**config.mk**
```make
export PLATFORM = sky130hd
export DESIGN_NAME = prot_csr_bank
export DESIGN_NICKNAME = d
export VERILOG_FILES = /design/src/rtl/prot_csr_pkg.sv /design/src/rtl/prot_cfg_entry.sv /design/src/rtl/prot_sec_reg.sv /design/src/rtl/prot_addr_bank.sv /design/src/rtl/prot_csr_bank.sv
export SDC_FILE = /design/constraint.sdc
export NUM_CORES = 1
export LEC_CHECK = 0
export ABC_AREA = 1
export BUFFER_PORTS_ARGS = -buffer_cell sky130_fd_sc_hd__buf_2
export CORE_ASPECT_RATIO = 1.5
export CORE_MARGIN = 4
export CORE_UTILIZATION = 50
export DETAILED_ROUTE_END_ITERATION = 12
export PLACE_DENSITY = 0.71
export SLEW_MARGIN = 20
export SYNTH_ARGS = -nofsm -noshare
export SYNTH_HDL_FRONTEND = slang
export SYNTH_SLANG_ARGS = --single-unit
```
**constraint.sdc**
```tcl
create_clock -name clk -period 3.5 [get_ports clk]
set_clock_uncertainty 0.2 [all_clocks]
set_input_delay 0 -clock clk [delete_from_list [all_inputs] [get_ports clk]]
set_output_delay 0 -clock clk [all_outputs]
set_load 0.02 [all_outputs]
```
**src/rtl/prot_csr_pkg.sv**
```systemverilog
package prot_csr_pkg;
  typedef enum logic [1:0] {
    SEL_CFG  = 2'b00,
    SEL_ADDR = 2'b01,
    SEL_SEC  = 2'b10,
    SEL_NONE = 2'b11
  } csr_sel_e;

  localparam int BIT_R = 0;
  localparam int BIT_W = 1;
  localparam int BIT_X = 2;
  localparam int MODE_LO = 3;
  localparam int MODE_HI = 4;
  localparam int BIT_L = 7;
  localparam logic [1:0] MODE_TOP = 2'b01;

  localparam int SEC_LOCKDOWN = 0;
  localparam int SEC_DENY = 1;
  localparam int SEC_BYPASS = 2;

  // Acceptance decision for one configuration byte.
  function automatic logic cfg_accept(input logic [7:0] nb, input logic stored_l,
                                      input logic bypass, input logic lockdown);
    logic ok;
    if (bypass) ok = 1'b1;
    else if (!lockdown) ok = !stored_l;
    else ok = (nb[BIT_L] && !nb[BIT_X]) || (!nb[BIT_L] && (nb[2:0] != 3'b110));
    return ok;
  endfunction

  // Scrub the write-only permission pattern outside lockdown.
  function automatic logic [7:0] cfg_scrub(input logic [7:0] nb, input logic lockdown);
    logic [7:0] r;
    r = nb;
    if (!lockdown && nb[BIT_W] && !nb[BIT_R]) r[1:0] = 2'b00;
    return r;
  endfunction
endpackage

```
**src/rtl/prot_cfg_entry.sv**
```systemverilog
module prot_cfg_entry
  import prot_csr_pkg::*;
(
  input  logic       clk,
  input  logic       rst,
  input  logic       wr_hit,
  input  logic [7:0] wr_byte,
  input  logic       bypass,
  input  logic       lockdown,
  output logic [7:0] cfg,
  output logic       locked,
  output logic       changed
);
  logic [7:0] cfg_q;
  logic [7:0] cand;
  logic       accept;

  always_comb begin
    accept  = cfg_accept(wr_byte, cfg_q[BIT_L], bypass, lockdown);
    cand    = cfg_scrub(wr_byte, lockdown);
    changed = wr_hit && accept && (cand != cfg_q);
  end

  always_ff @(posedge clk) begin
    if (rst) cfg_q <= '0;
    else if (changed) cfg_q <= cand;
  end

  assign cfg    = cfg_q;
  assign locked = cfg_q[BIT_L] && !bypass;

  assert_locked_hold_R4: assert property (@(posedge clk) disable iff (rst)
    (!bypass && !lockdown && cfg_q[BIT_L]) |=> $stable(cfg_q))
    else $error("locked byte changed");

  assert_lockdown_reject_R5: assert property (@(posedge clk) disable iff (rst)
    (wr_hit && lockdown && !bypass && !wr_byte[BIT_L] && wr_byte[2:0] == 3'b110)
      |=> $stable(cfg_q))
    else $error("rejected lockdown byte stored");

  assert_no_write_only_R6: assert property (@(posedge clk) disable iff (rst)
    !lockdown |-> !(cfg_q[BIT_W] && !cfg_q[BIT_R]))
    else $error("write-only pattern stored outside lockdown");
endmodule

```
**src/rtl/prot_sec_reg.sv**
```systemverilog
module prot_sec_reg
  import prot_csr_pkg::*;
(
  input  logic       clk,
  input  logic       rst,
  input  logic       wr,
  input  logic [2:0] wr_bits,
  input  logic       any_lbit,
  output logic       lockdown,
  output logic       deny,
  output logic       bypass,
  output logic       changed
);
  logic ld_q, dn_q, bp_q;
  logic ld_n, dn_n, bp_n;

  always_comb begin
    ld_n = ld_q | wr_bits[SEC_LOCKDOWN];
    dn_n = dn_q | wr_bits[SEC_DENY];
    bp_n = wr_bits[SEC_BYPASS] && !(!bp_q && any_lbit);
    changed = wr && ({ld_n, dn_n, bp_n} != {ld_q, dn_q, bp_q});
  end

  always_ff @(posedge clk) begin
    if (rst) begin
      ld_q <= 1'b0;
      dn_q <= 1'b0;
      bp_q <= 1'b0;
    end else if (changed) begin
      ld_q <= ld_n;
      dn_q <= dn_n;
      bp_q <= bp_n;
    end
  end

  assign lockdown = ld_q;
  assign deny     = dn_q;
  assign bypass   = bp_q;

  assert_lockdown_sticky_R8: assert property (@(posedge clk) disable iff (rst)
    ld_q |=> ld_q) else $error("lockdown cleared");
  assert_deny_sticky_R8: assert property (@(posedge clk) disable iff (rst)
    dn_q |=> dn_q) else $error("deny-default cleared");
  assert_bypass_gate_R9: assert property (@(posedge clk) disable iff (rst)
    (!bp_q && any_lbit) |=> !bp_q) else $error("bypass raised over a lock");
endmodule

```
**src/rtl/prot_addr_bank.sv**
```systemverilog
module prot_addr_bank #(
  parameter int NUM_ENT = 16,
  parameter int XLEN    = 32,
  parameter int IDX_W   = 5
) (
  input  logic             clk,
  input  logic             rst,
  input  logic             wr,
  input  logic [IDX_W-1:0] idx,
  input  logic [XLEN-1:0]  wr_data,
  input  logic [NUM_ENT-1:0] locked,
  input  logic [NUM_ENT-1:0] top_mode,
  output logic [XLEN-1:0]  rd_val,
  output logic             changed
);
  localparam int ENT_W = (NUM_ENT > 1) ? $clog2(NUM_ENT) : 1;

  logic [XLEN-1:0]    addr_q [NUM_ENT];
  logic [NUM_ENT-1:0] blk;
  logic [ENT_W-1:0]   ent;
  logic               in_rng;

  for (genvar k = 0; k < NUM_ENT; k++) begin : g_blk
    if (k + 1 < NUM_ENT) begin : g_mid
      assign blk[k] = locked[k] | (locked[k+1] & top_mode[k+1]);
    end else begin : g_last
      assign blk[k] = locked[k];
    end
  end

  assign ent    = idx[ENT_W-1:0];
  assign in_rng = int'(idx) < NUM_ENT;

  always_comb begin
    changed = 1'b0;
    rd_val  = '0;
    if (in_rng) begin
      changed = wr && !blk[ent] && (addr_q[ent] != wr_data);
      rd_val  = addr_q[ent];
    end
  end

  always_ff @(posedge clk) begin
    if (rst) begin
      for (int k = 0; k < NUM_ENT; k++) addr_q[k] <= '0;
    end else if (changed) begin
      addr_q[ent] <= wr_data;
    end
  end

  for (genvar k = 0; k < NUM_ENT; k++) begin : g_chk
    assert_addr_hold_R7: assert property (@(posedge clk) disable iff (rst)
      blk[k] |=> $stable(addr_q[k])) else $error("blocked address changed");
  end
endmodule

```
**src/rtl/prot_csr_bank.sv**
```systemverilog
module prot_csr_bank
  import prot_csr_pkg::*;
#(
  parameter int NUM_ENT = 16,
  parameter int XLEN    = 32,
  parameter int IDX_W   = 5
) (
  input  logic             clk,
  input  logic             rst,
  input  logic [1:0]       csr_sel,
  input  logic [IDX_W-1:0] csr_idx,
  input  logic             csr_we,
  input  logic [XLEN-1:0]  csr_wdata,
  output logic [XLEN-1:0]  csr_rdata,
  output logic             cfg_changed
);
  localparam int BYTES = XLEN / 8;
  localparam int ENT_W = (NUM_ENT > 1) ? $clog2(NUM_ENT) : 1;

  csr_sel_e sel;
  logic [7:0]         cfg_arr [NUM_ENT];
  logic [8*NUM_ENT-1:0] cfg_pack;
  logic [NUM_ENT-1:0] lock_vec, lbit_vec, top_vec, cfg_chg;
  logic lockdown, deny, bypass, sec_chg, addr_chg;
  logic cfg_wr;
  logic [XLEN-1:0] addr_rd, rd_next, rd_q;
  logic mod_q;

  assign sel    = csr_sel_e'(csr_sel);
  assign cfg_wr = csr_we && (sel == SEL_CFG);

  for (genvar k = 0; k < NUM_ENT; k++) begin : g_ent
    prot_cfg_entry u_ent (
      .clk     (clk),
      .rst     (rst),
      .wr_hit  (cfg_wr && (int'(csr_idx) == k / BYTES)),
      .wr_byte (csr_wdata[8*(k%BYTES) +: 8]),
      .bypass  (bypass),
      .lockdown(lockdown),
      .cfg     (cfg_arr[k]),
      .locked  (lock_vec[k]),
      .changed (cfg_chg[k])
    );
    assign lbit_vec[k] = cfg_arr[k][BIT_L];
    assign top_vec[k]  = cfg_arr[k][MODE_HI:MODE_LO] == MODE_TOP;
    assign cfg_pack[8*k +: 8] = cfg_arr[k];
  end

  prot_sec_reg u_sec (
    .clk     (clk),
    .rst     (rst),
    .wr      (csr_we && (sel == SEL_SEC)),
    .wr_bits (csr_wdata[2:0]),
    .any_lbit(|lbit_vec),
    .lockdown(lockdown),
    .deny    (deny),
    .bypass  (bypass),
    .changed (sec_chg)
  );

  prot_addr_bank #(.NUM_ENT(NUM_ENT), .XLEN(XLEN), .IDX_W(IDX_W)) u_addr (
    .clk     (clk),
    .rst     (rst),
    .wr      (csr_we && (sel == SEL_ADDR)),
    .idx     (csr_idx),
    .wr_data (csr_wdata),
    .locked  (lock_vec),
    .top_mode(top_vec),
    .rd_val  (addr_rd),
    .changed (addr_chg)
  );

  always_comb begin
    int e;
    rd_next = '0;
    e = 0;
    unique case (sel)
      SEL_CFG: begin
        for (int i = 0; i < BYTES; i++) begin
          e = int'(csr_idx) * BYTES + i;
          if (e < NUM_ENT) rd_next[8*i +: 8] = cfg_arr[e[ENT_W-1:0]];
        end
      end
      SEL_ADDR: rd_next = addr_rd;
      SEL_SEC: begin
        rd_next[SEC_LOCKDOWN] = lockdown;
        rd_next[SEC_DENY]     = deny;
        rd_next[SEC_BYPASS]   = bypass;
      end
      default: rd_next = '0;
    endcase
  end

  always_ff @(posedge clk) begin
    if (rst) begin
      rd_q  <= '0;
      mod_q <= 1'b0;
    end else begin
      rd_q  <= rd_next;
      mod_q <= (|cfg_chg) | sec_chg | addr_chg;
    end
  end

  assign csr_rdata   = rd_q;
  assign cfg_changed = mod_q;

  assert_mod_on_change_R11: assert property (@(posedge clk) disable iff (rst)
    (cfg_pack != $past(cfg_pack)) |-> mod_q)
    else $error("configuration changed without pulse");

  assert_mod_idle_R11: assert property (@(posedge clk) disable iff (rst)
    !csr_we |=> !mod_q) else $error("pulse without write");

  assert_cfg_oor_R10: assert property (@(posedge clk) disable iff (rst)
    (cfg_wr && int'(csr_idx) * BYTES >= NUM_ENT) |=> $stable(cfg_pack))
    else $error("out-of-range configuration write stored");
endmodule

```
==> reports/metrics.csv, run 1 <==
stage;metric;value;unit
global_route;global-route congestion overflow total;0;
worst_hold_path;Min-Delay Path Class;in2reg;
drt;detailed-route vias per instance;5.74;
die;total I/O pin count;75;
synthesis;most frequently used cell type in the post-synthesis netlist;sky130_fd_sc_hd__nand2_1;
critical_path;category of the critical setup timing path;reg2reg;
finish;Layout fillers;5482;
timing;Max transition margin;24.9;%
synthesis;number of flops mapped to enable cells by yosys;512;
synthesis;XOR/XNOR share of the synthesized area;2.82;%
power_and_ir_drop;Peak supply drop;425;uV
critical_path;CP arrival;3680;ps
synthesis;sequential share of the synthesized area;57.8;%
synthesis;Net Count, Synth;3885;
cts;clock tree from TritonCTS;built;
global_route;Global Route Usage Sum;29.2;%
cts;# clock sinks;676;
critical_path;depth of the worst register-to-register path;10;
synthesis;largest family of logic cells by synthesized area;simple AND/OR/NAND/NOR gates;
drt;average detailed-routed wire length per instance;21.6;microns
place;number of buffers inserted by port buffering;74;
critical_path;worst flop-to-flop path endpoint;g_ent[8].u_ent.cfg[3];
drt;overall routed net length;103000;microns
drt;1st-iter DRT viols;3451;
power_and_ir_drop;leakage;0.0158;uW
synthesis;Syn Inst Count;3843;
timing;final setup violation count;0;
worst_hold_path;hold depth;9;
die;die extent in y;319;microns
critical_path;reg2reg setup slack;140;ps
cts;CTS Buf Count;59;
synthesis;most used flip-flop cell after synthesis;sky130_fd_sc_hd__edfxtp_1;
cts;clock-pin slew on the worst setup and hold paths;70;ps
critical_path;Worst R2R Start;g_ent[8].u_ent.cfg[7];
critical_path;nature of the critical path endpoint;register;
die;overall die area;68800;sq um
finish;count of nets after finishing;3945;
die;area of the core region;63600;sq um
synthesis;adder-cell area share of the yosys netlist;0;%
drt;overall via count from detail_route;27300;
synthesis;number of synthesized register bits;676;
timing;Final TNS setup;0;ps
timing;slew at the pin closest to its max-slew limit;1120;ps
synthesis;complex-gate fraction of the synthesized area;7.63;%
synthesis;Mapped Area;32300;sq um
timing;Period Utilization, post-route;96.0;%
cts;Clk Latency, worst-skew pair;630;ps
critical_path;Req. time, crit path;3820;ps
worst_hold_path;hold-critical path endpoint;csr_rdata[18];
cts;level count of the clock H-tree;2;
die;count of standard-cell rows;113;
place;Detailed Place HPWL;67500;microns
critical_path;type of element launching the critical path;register;
die;width of the chip;215;microns
critical_path;CP max FO;6;
timing;maximum achievable frequency;0.298;GHz
synthesis;synthesized area per cell;8.40;sq um
worst_hold_path;critical hold path startpoint;csr_idx[2];
synthesis;Synth cell types;38;
timing;worst hold slack;80.6;ps
drt;First-pass DRT Iterations;6;
die;Starting Density;50.7;%
global_route;number of global-route vias before repair;26600;
finish;Layout Area Growth over Synthesis;13.3;%
global_route;antenna violations before repair;0;
synthesis;top cells by instance count after synthesis;sky130_fd_sc_hd__nand2_1, sky130_fd_sc_hd__nor2_1, sky130_fd_sc_hd__edfxtp_1;
timing;final critical-path required period;3360;ps
synthesis;post-synth top area share;47.6;%
synthesis;async set or reset register ratio after synthesis;0;%
synthesis;simple-gate share of the synthesized area;26.4;%
synthesis;library cell occupying the most area in the post-synthesis netlist;sky130_fd_sc_hd__edfxtp_1;
timing;RSZ-0062 raised after global routing;no;
place;final RePlAce weighted congestion;1.00;
job;max cap viols;0;
cts;cell at the root of the clock tree;sky130_fd_sc_hd__clkbuf_16;
global_route;pin count of the biggest net entering global routing;148;
drt;detailed-route DRC error count;0;
synthesis;portion of netlist area occupied by mux cells;0;%
finish;ratio of cells with drive above 1 in the final layout;9.23;%
timing;number of pins exceeding their max-slew limit in the final report;0;
timing;hold violation count in the final report;0;
run_status;result of the run;completed;
finish;Antenna Diode Count;0;
cts;number of buffers on the longest clock path;3;
synthesis;Synth Warn #;0;
synthesis;Area contributors post-synth;sky130_fd_sc_hd__edfxtp_1, sky130_fd_sc_hd__nand2_1, sky130_fd_sc_hd__dfxtp_1;
power_and_ir_drop;power density relative to cell area;461;nW/um^2
drt;post-detailed-route count of antenna-violating nets;0;
global_route;wire length of the first global-routing pass;156000;microns
-- sequential cells by signal (all words and copies together) (netlist names) --
signal / count
u_addr.addr_q: 512
g_ent.u_ent.cfg: 128
csr_rdata: 32
cfg_changed: 1
u_sec.bypass: 1
u_sec.deny: 1
u_sec.lockdown: 1
-- how the worst max path moves through the flow --
stage               cells past startpoint                  start                     to
floorplan                              12           u_sec.bypass   u_addr.addr_q[10][0]
global placement                       22             csr_idx[0]   u_addr.addr_q[8][10]
detailed placement                     22             csr_idx[0]   u_addr.addr_q[8][10]
CTS                                    13             csr_sel[0]  g_ent[0].u_ent.cfg[7]
global route                           14           csr_wdata[1]  g_ent[8].u_ent.cfg[3]
finish                                 10  g_ent[8].u_ent.cfg[7]  g_ent[8].u_ent.cfg[3]
-- layout make-up --
cell class                      count  area, sq um  share of cell area, %
Clock buffer                       77         1670                   4.56
Clock inverter                     35          233                  0.636
Inverter                          137          528                   1.44
Multi-Input combinational cell   2751        12000                   32.9
Sequential cell                   676        18700                   51.0
Tap cell                          805         1010                   2.75
Timing Repair Buffer              277         2440                   6.68
Timing Repair inverter              1         5.00                 0.0137
-- through the flow --
step                instances  setup slack (ps)  utilization (%)  cell area (sq um)  power [uW]
global route             4759              24.3             57.5              36600       17300
finish                   4759               140             57.5              36600       16800
detailed placement       4590               166             53.6              34100       10500
global placement         4590               201             53.6              34100       10400
floorplan                3843               246                -              32300        9890
CTS                      4758              21.3             57.4              36500       16800
-- critical path: stages (launching register included) --
cell and delay (ps):
sky130_fd_sc_hd__dfxtp_1 490, sky130_fd_sc_hd__inv_1 210, sky130_fd_sc_hd__nand2_1 100, sky130_fd_sc_hd__nand3_1 70, sky130_fd_sc_hd__nor3_1 150, sky130_fd_sc_hd__dlygate4sd3_1 570, sky130_fd_sc_hd__nand4_1 80, sky130_fd_sc_hd__nand2_1 150
sky130_fd_sc_hd__dlygate4sd3_1 600, sky130_fd_sc_hd__a21oi_1 70, sky130_fd_sc_hd__dlygate4sd3_1 550
-- power by group --
part           switching [uW]  internal [uW]
combinational            1090            413
sequential               65.9           8800
clock                    2970           3500
total                    4130          12700
-- layout by cell type, fill, tap and decap left out, types with 24 or more instances in the layout --
cell type and count:
sky130_fd_sc_hd__clkbuf_16 62, sky130_fd_sc_hd__clkinv_1 24, sky130_fd_sc_hd__a22oi_1 40, sky130_fd_sc_hd__buf_12 32
sky130_fd_sc_hd__nor3_1 41, sky130_fd_sc_hd__buf_4 117, sky130_fd_sc_hd__a21oi_1 178, sky130_fd_sc_hd__o21ai_0 171
sky130_fd_sc_hd__dfxtp_1 163, sky130_fd_sc_hd__xor2_1 66, sky130_fd_sc_hd__nand3_1 54, sky130_fd_sc_hd__nand2_1 1319
sky130_fd_sc_hd__nor2_1 708, sky130_fd_sc_hd__edfxtp_1 512, sky130_fd_sc_hd__inv_1 118, sky130_fd_sc_hd__xnor2_1 38
sky130_fd_sc_hd__dlygate4sd3_1 55, sky130_fd_sc_hd__buf_2 72
-- cell families (layout without fill, tap and decap cells) --
family,count (synthesis),after routing
compound gates,449,449
simple gates,2198,2198
buf+inv,416,527
flops,676,676
xor+xnor,104,104
-- per-layer routing --
layer	vias up	GRT usage (%)	share of wire, %
li1	12600	-	-
met1	12800	34.8	35
met2	1522	50.4	49
met3	378	4.32	8.9
met4	0	17.2	6.5
met5	-	0	0
-- timing repair --
item | CTS | global route
resized for setup | 0 | 5
setup buffers | 0 | 1
hold buffers | 56 | 0
endpoints found under the setup margin | 0 | 5
hold endpoints to repair | 514 | 0
No activity file was read; power rests on OpenSTA's default activity.
==> run 2: changes to the inputs <==
==> constraint.sdc (replaced) <==
create_clock -name clk -period 3.5 [get_ports clk]
set_clock_uncertainty 0.2 [all_clocks]
set_input_delay 0.35 -clock clk [delete_from_list [all_inputs] [get_ports clk]]
set_output_delay 0.35 -clock clk [all_outputs]
set_load 0.02 [all_outputs]
==> run 2 against run 1 <==
Compared with the run above:
- first-iteration DRC count is 20% lower
- fmax increased by 8.5%
- final area grew 1.5%
- hold slack worse by 19 ps
- combinational power rose by 5%
- count of clock-buffer cells in the layout decreased by 7
- sequential share of layout area decreased by 0.75 points
- utilization grew 0.85 points
- register-to-register slack gained 260 ps
- critical path type unchanged
==> reports/metrics.csv, run 2 (synthesis results as in run 1) <==
stage;metric;value;unit;change
run_status;result of the run;completed;;
finish;flip-flop count of the largest register after layout;512;;unchanged
worst_hold_path;hold depth;4;;-5
worst_hold_path;hold-critical path endpoint;csr_rdata[25];;
critical_path;nature of the critical path endpoint;register;;
timing;slew at the pin closest to its max-slew limit;749;ps;-371 ps
timing;Max transition margin;49.7;%;+25 points
finish;count of nets after finishing;3977;;+0.81%
critical_path;worst flop-to-flop path endpoint;cfg_changed;;
die;overall die area;68800;sq um;unchanged
critical_path;crit path cell chain;o21ai_1 -> inv_1 -> nand2_1 -> nand2_1 -> nor4_1 -> a21oi_1 -> buf_4 -> nor3_1 -> nand3_1 -> o21ai_0 -> nand2_1;;
cts;Clk Latency, worst-skew pair;650;ps;+20 ps
finish;register with the highest flop count;u_addr.addr_q;;
drt;average detailed-routed wire length per instance;21.1;microns;-2.6%
cts;clock tree from TritonCTS;built;;
timing;Final TNS setup;0;ps;unchanged
drt;overall via count from detail_route;27100;;-0.67%
finish;fin area;37100;sq um;+1.5%
place;Detailed Place HPWL;68900;microns;+2.1%
place;placed insts;4658;;+1.5%
die;width of the chip;215;microns;unchanged
place;number of buffers inserted by port buffering;74;;unchanged
critical_path;Worst R2R Start;u_sec.lockdown;;
critical_path;type of element launching the critical path;register;;
drt;post-detailed-route count of antenna-violating nets;0;;unchanged
power_and_ir_drop;power density relative to cell area;462;nW/um^2;+0.33%
cts;CTS Buf Count;60;;+1.7%
drt;First-pass DRT Iterations;6;;unchanged
drt;detailed-route DRC error count;0;;unchanged
global_route;number of global-route vias before repair;26400;;-0.92%
drt;detailed-route vias per instance;5.67;;-1.3%
critical_path;category of the critical setup timing path;reg2reg;;
cts;Post-CTS Repair Setup Buffers;0;;unchanged
die;count of standard-cell rows;113;;unchanged
global_route;global-route congestion overflow total;0;;unchanged
critical_path;cell type of the slowest stage on the worst timing path;sky130_fd_sc_hd__o21ai_1;;
die;total I/O pin count;75;;unchanged
timing;hold violation count in the final report;0;;unchanged
cts;clock-pin slew on the worst setup and hold paths;70;ps;about the same
die;Starting Density;50.7;%;unchanged
die;die extent in y;319;microns;unchanged
power_and_ir_drop;leakage;0.0161;uW;+2.1%
timing;Period Utilization, post-route;88.5;%;-7.5 points
job;max cap viols;0;;unchanged
cts;level count of the clock H-tree;2;;unchanged
critical_path;cell type with the highest occurrence count on the critical path;sky130_fd_sc_hd__nand2_1;;
critical_path;worst path bufs/invs;2;;-2
die;area of the core region;63600;sq um;unchanged
timing;RSZ-0062 raised after global routing;no;;
global_route;antenna violations before repair;0;;unchanged
timing;maximum achievable frequency;0.323;GHz;+8.5%
finish;Layout Area Growth over Synthesis;14.9;%;
cts;cell at the root of the clock tree;sky130_fd_sc_hd__clkbuf_16;;
timing;final setup violation count;0;;unchanged
drt;overall routed net length;101000;microns;-2.0%
worst_hold_path;critical hold path startpoint;csr_sel[1];;
critical_path;delay-heaviest family, CP;compound AO/OA/AOI/OAI gates;;
cts;post-cts resize count;0;;unchanged
cts;# clock sinks;676;;unchanged
place;final RePlAce weighted congestion;0.987;;-1.5%
critical_path;reg2reg setup slack;400;ps;+260 ps
critical_path;depth of the worst register-to-register path;11;;+1
critical_path;Crit path largest cell delay;650;ps;+50 ps
finish;Antenna Diode Count;0;;unchanged
power_and_ir_drop;Peak supply drop;448;uV;+5.5%
critical_path;Req. time, crit path;3820;ps;about the same
global_route;wire length of the first global-routing pass;154000;microns;-1.6%
global_route;pin count of the biggest net entering global routing;61;;-59%
finish;most used cells in the layout excluding fill and tap cells;sky130_fd_sc_hd__nand2_1, sky130_fd_sc_hd__nor2_1, sky130_fd_sc_hd__edfxtp_1, sky130_fd_sc_hd__a21oi_1, sky130_fd_sc_hd__o21ai_0;;
power_and_ir_drop;Final Total Pwr;17100;uW;+1.8%
finish;count of non-filler cells in the finished layout;4787;;+0.59%
drt;1st-iter DRT viols;2763;;-20%
cts;number of buffers on the longest clock path;3;;unchanged
finish;most frequent standard cell in the layout excluding fill and tap cells;sky130_fd_sc_hd__nand2_1;;
critical_path;CP max FO;17;;+11
worst_hold_path;Min-Delay Path Class;in2reg;;
global_route;Global Route Usage Sum;28.7;%;-0.57 points
place;cell area after placement;35000;sq um;+2.6%
timing;number of pins exceeding their max-slew limit in the final report;0;;unchanged
critical_path;CP arrival;3420;ps;-260 ps
finish;ratio of cells with drive above 1 in the final layout;10.5;%;+1.2 points
timing;final critical-path required period;3100;ps;-264 ps
-- run 2: worst max path at each step --
stage	endpoint	from	slack, ps	depth (start not counted)
floorplan	u_addr.addr_q[14][0]	csr_idx[0]	10	22
CTS	cfg_changed	u_sec.lockdown	440	11
global placement	u_addr.addr_q[14][22]	csr_idx[3]	60	18
global route	u_addr.addr_q[0][25]	u_addr.addr_q[14][14]	310	18
finish	cfg_changed	u_sec.lockdown	400	11
detailed placement	u_addr.addr_q[14][23]	csr_idx[1]	50	17
-- run 2: power breakdown --
| group | leakage [uW] | switching [uW] | internal (uW) | total (uW) |
|---|---|---|---|---|
| sequential | 0.00666 | 66.0 | 8800 | 8860 |
| combinational | 0.00848 | 1090 | 478 | 1570 |
| clock | 0.000966 | 3010 | 3710 | 6720 |
-- run 2: worst reg2reg max path: stages (launching register included) --
cell	delay, ps
sky130_fd_sc_hd__dfxtp_1	510
sky130_fd_sc_hd__o21ai_1	660
sky130_fd_sc_hd__inv_1	160
sky130_fd_sc_hd__nand2_1	100
sky130_fd_sc_hd__nand2_1	70
sky130_fd_sc_hd__nor4_1	380
sky130_fd_sc_hd__a21oi_1	130
sky130_fd_sc_hd__buf_4	230
sky130_fd_sc_hd__nor3_1	220
sky130_fd_sc_hd__nand3_1	90
sky130_fd_sc_hd__o21ai_0	160
sky130_fd_sc_hd__nand2_1	80
-- run 2: metal layers --
metal	share of wire [%]	global-route usage, %
met5	0	0
met2	49	49.0
met3	8.0	4.60
met4	6.7	16.8
met1	36	34.3
-- run 2: repair_timing --
item | CTS | global route
setup endpoints to repair | 0 | 0
hold buffers | 20 | 0
endpoints found under the hold margin | 46 | 0
-- run 2: area by class of cell --
| class | instances | area (sq um) |
|---|---|---|
| sequential | 676 | 18700 |
| timing repair buffer | 309 | 2970 |
| inverter | 137 | 524 |
| fill | 5505 | 26500 |
| multi-input combinational | 2751 | 12000 |
| clock inverter | 39 | 378 |
| clock buffer | 70 | 1570 |
| tap | 805 | 1010 |
-- run 2: per-stage QoR --
stage | setup WS [ps] | util (%) | hold slack (ps)
2_1_floorplan | 13.2 | - | 249
3_3_place_gp | 63.2 | 55.0 | 267
3_5_place_dp | 45.4 | 55.0 | 270
4_1_cts | 443 | 58.3 | 14.4
6_report | 404 | 58.3 | 61.7
5_1_grt | 312 | 58.3 | 32.1
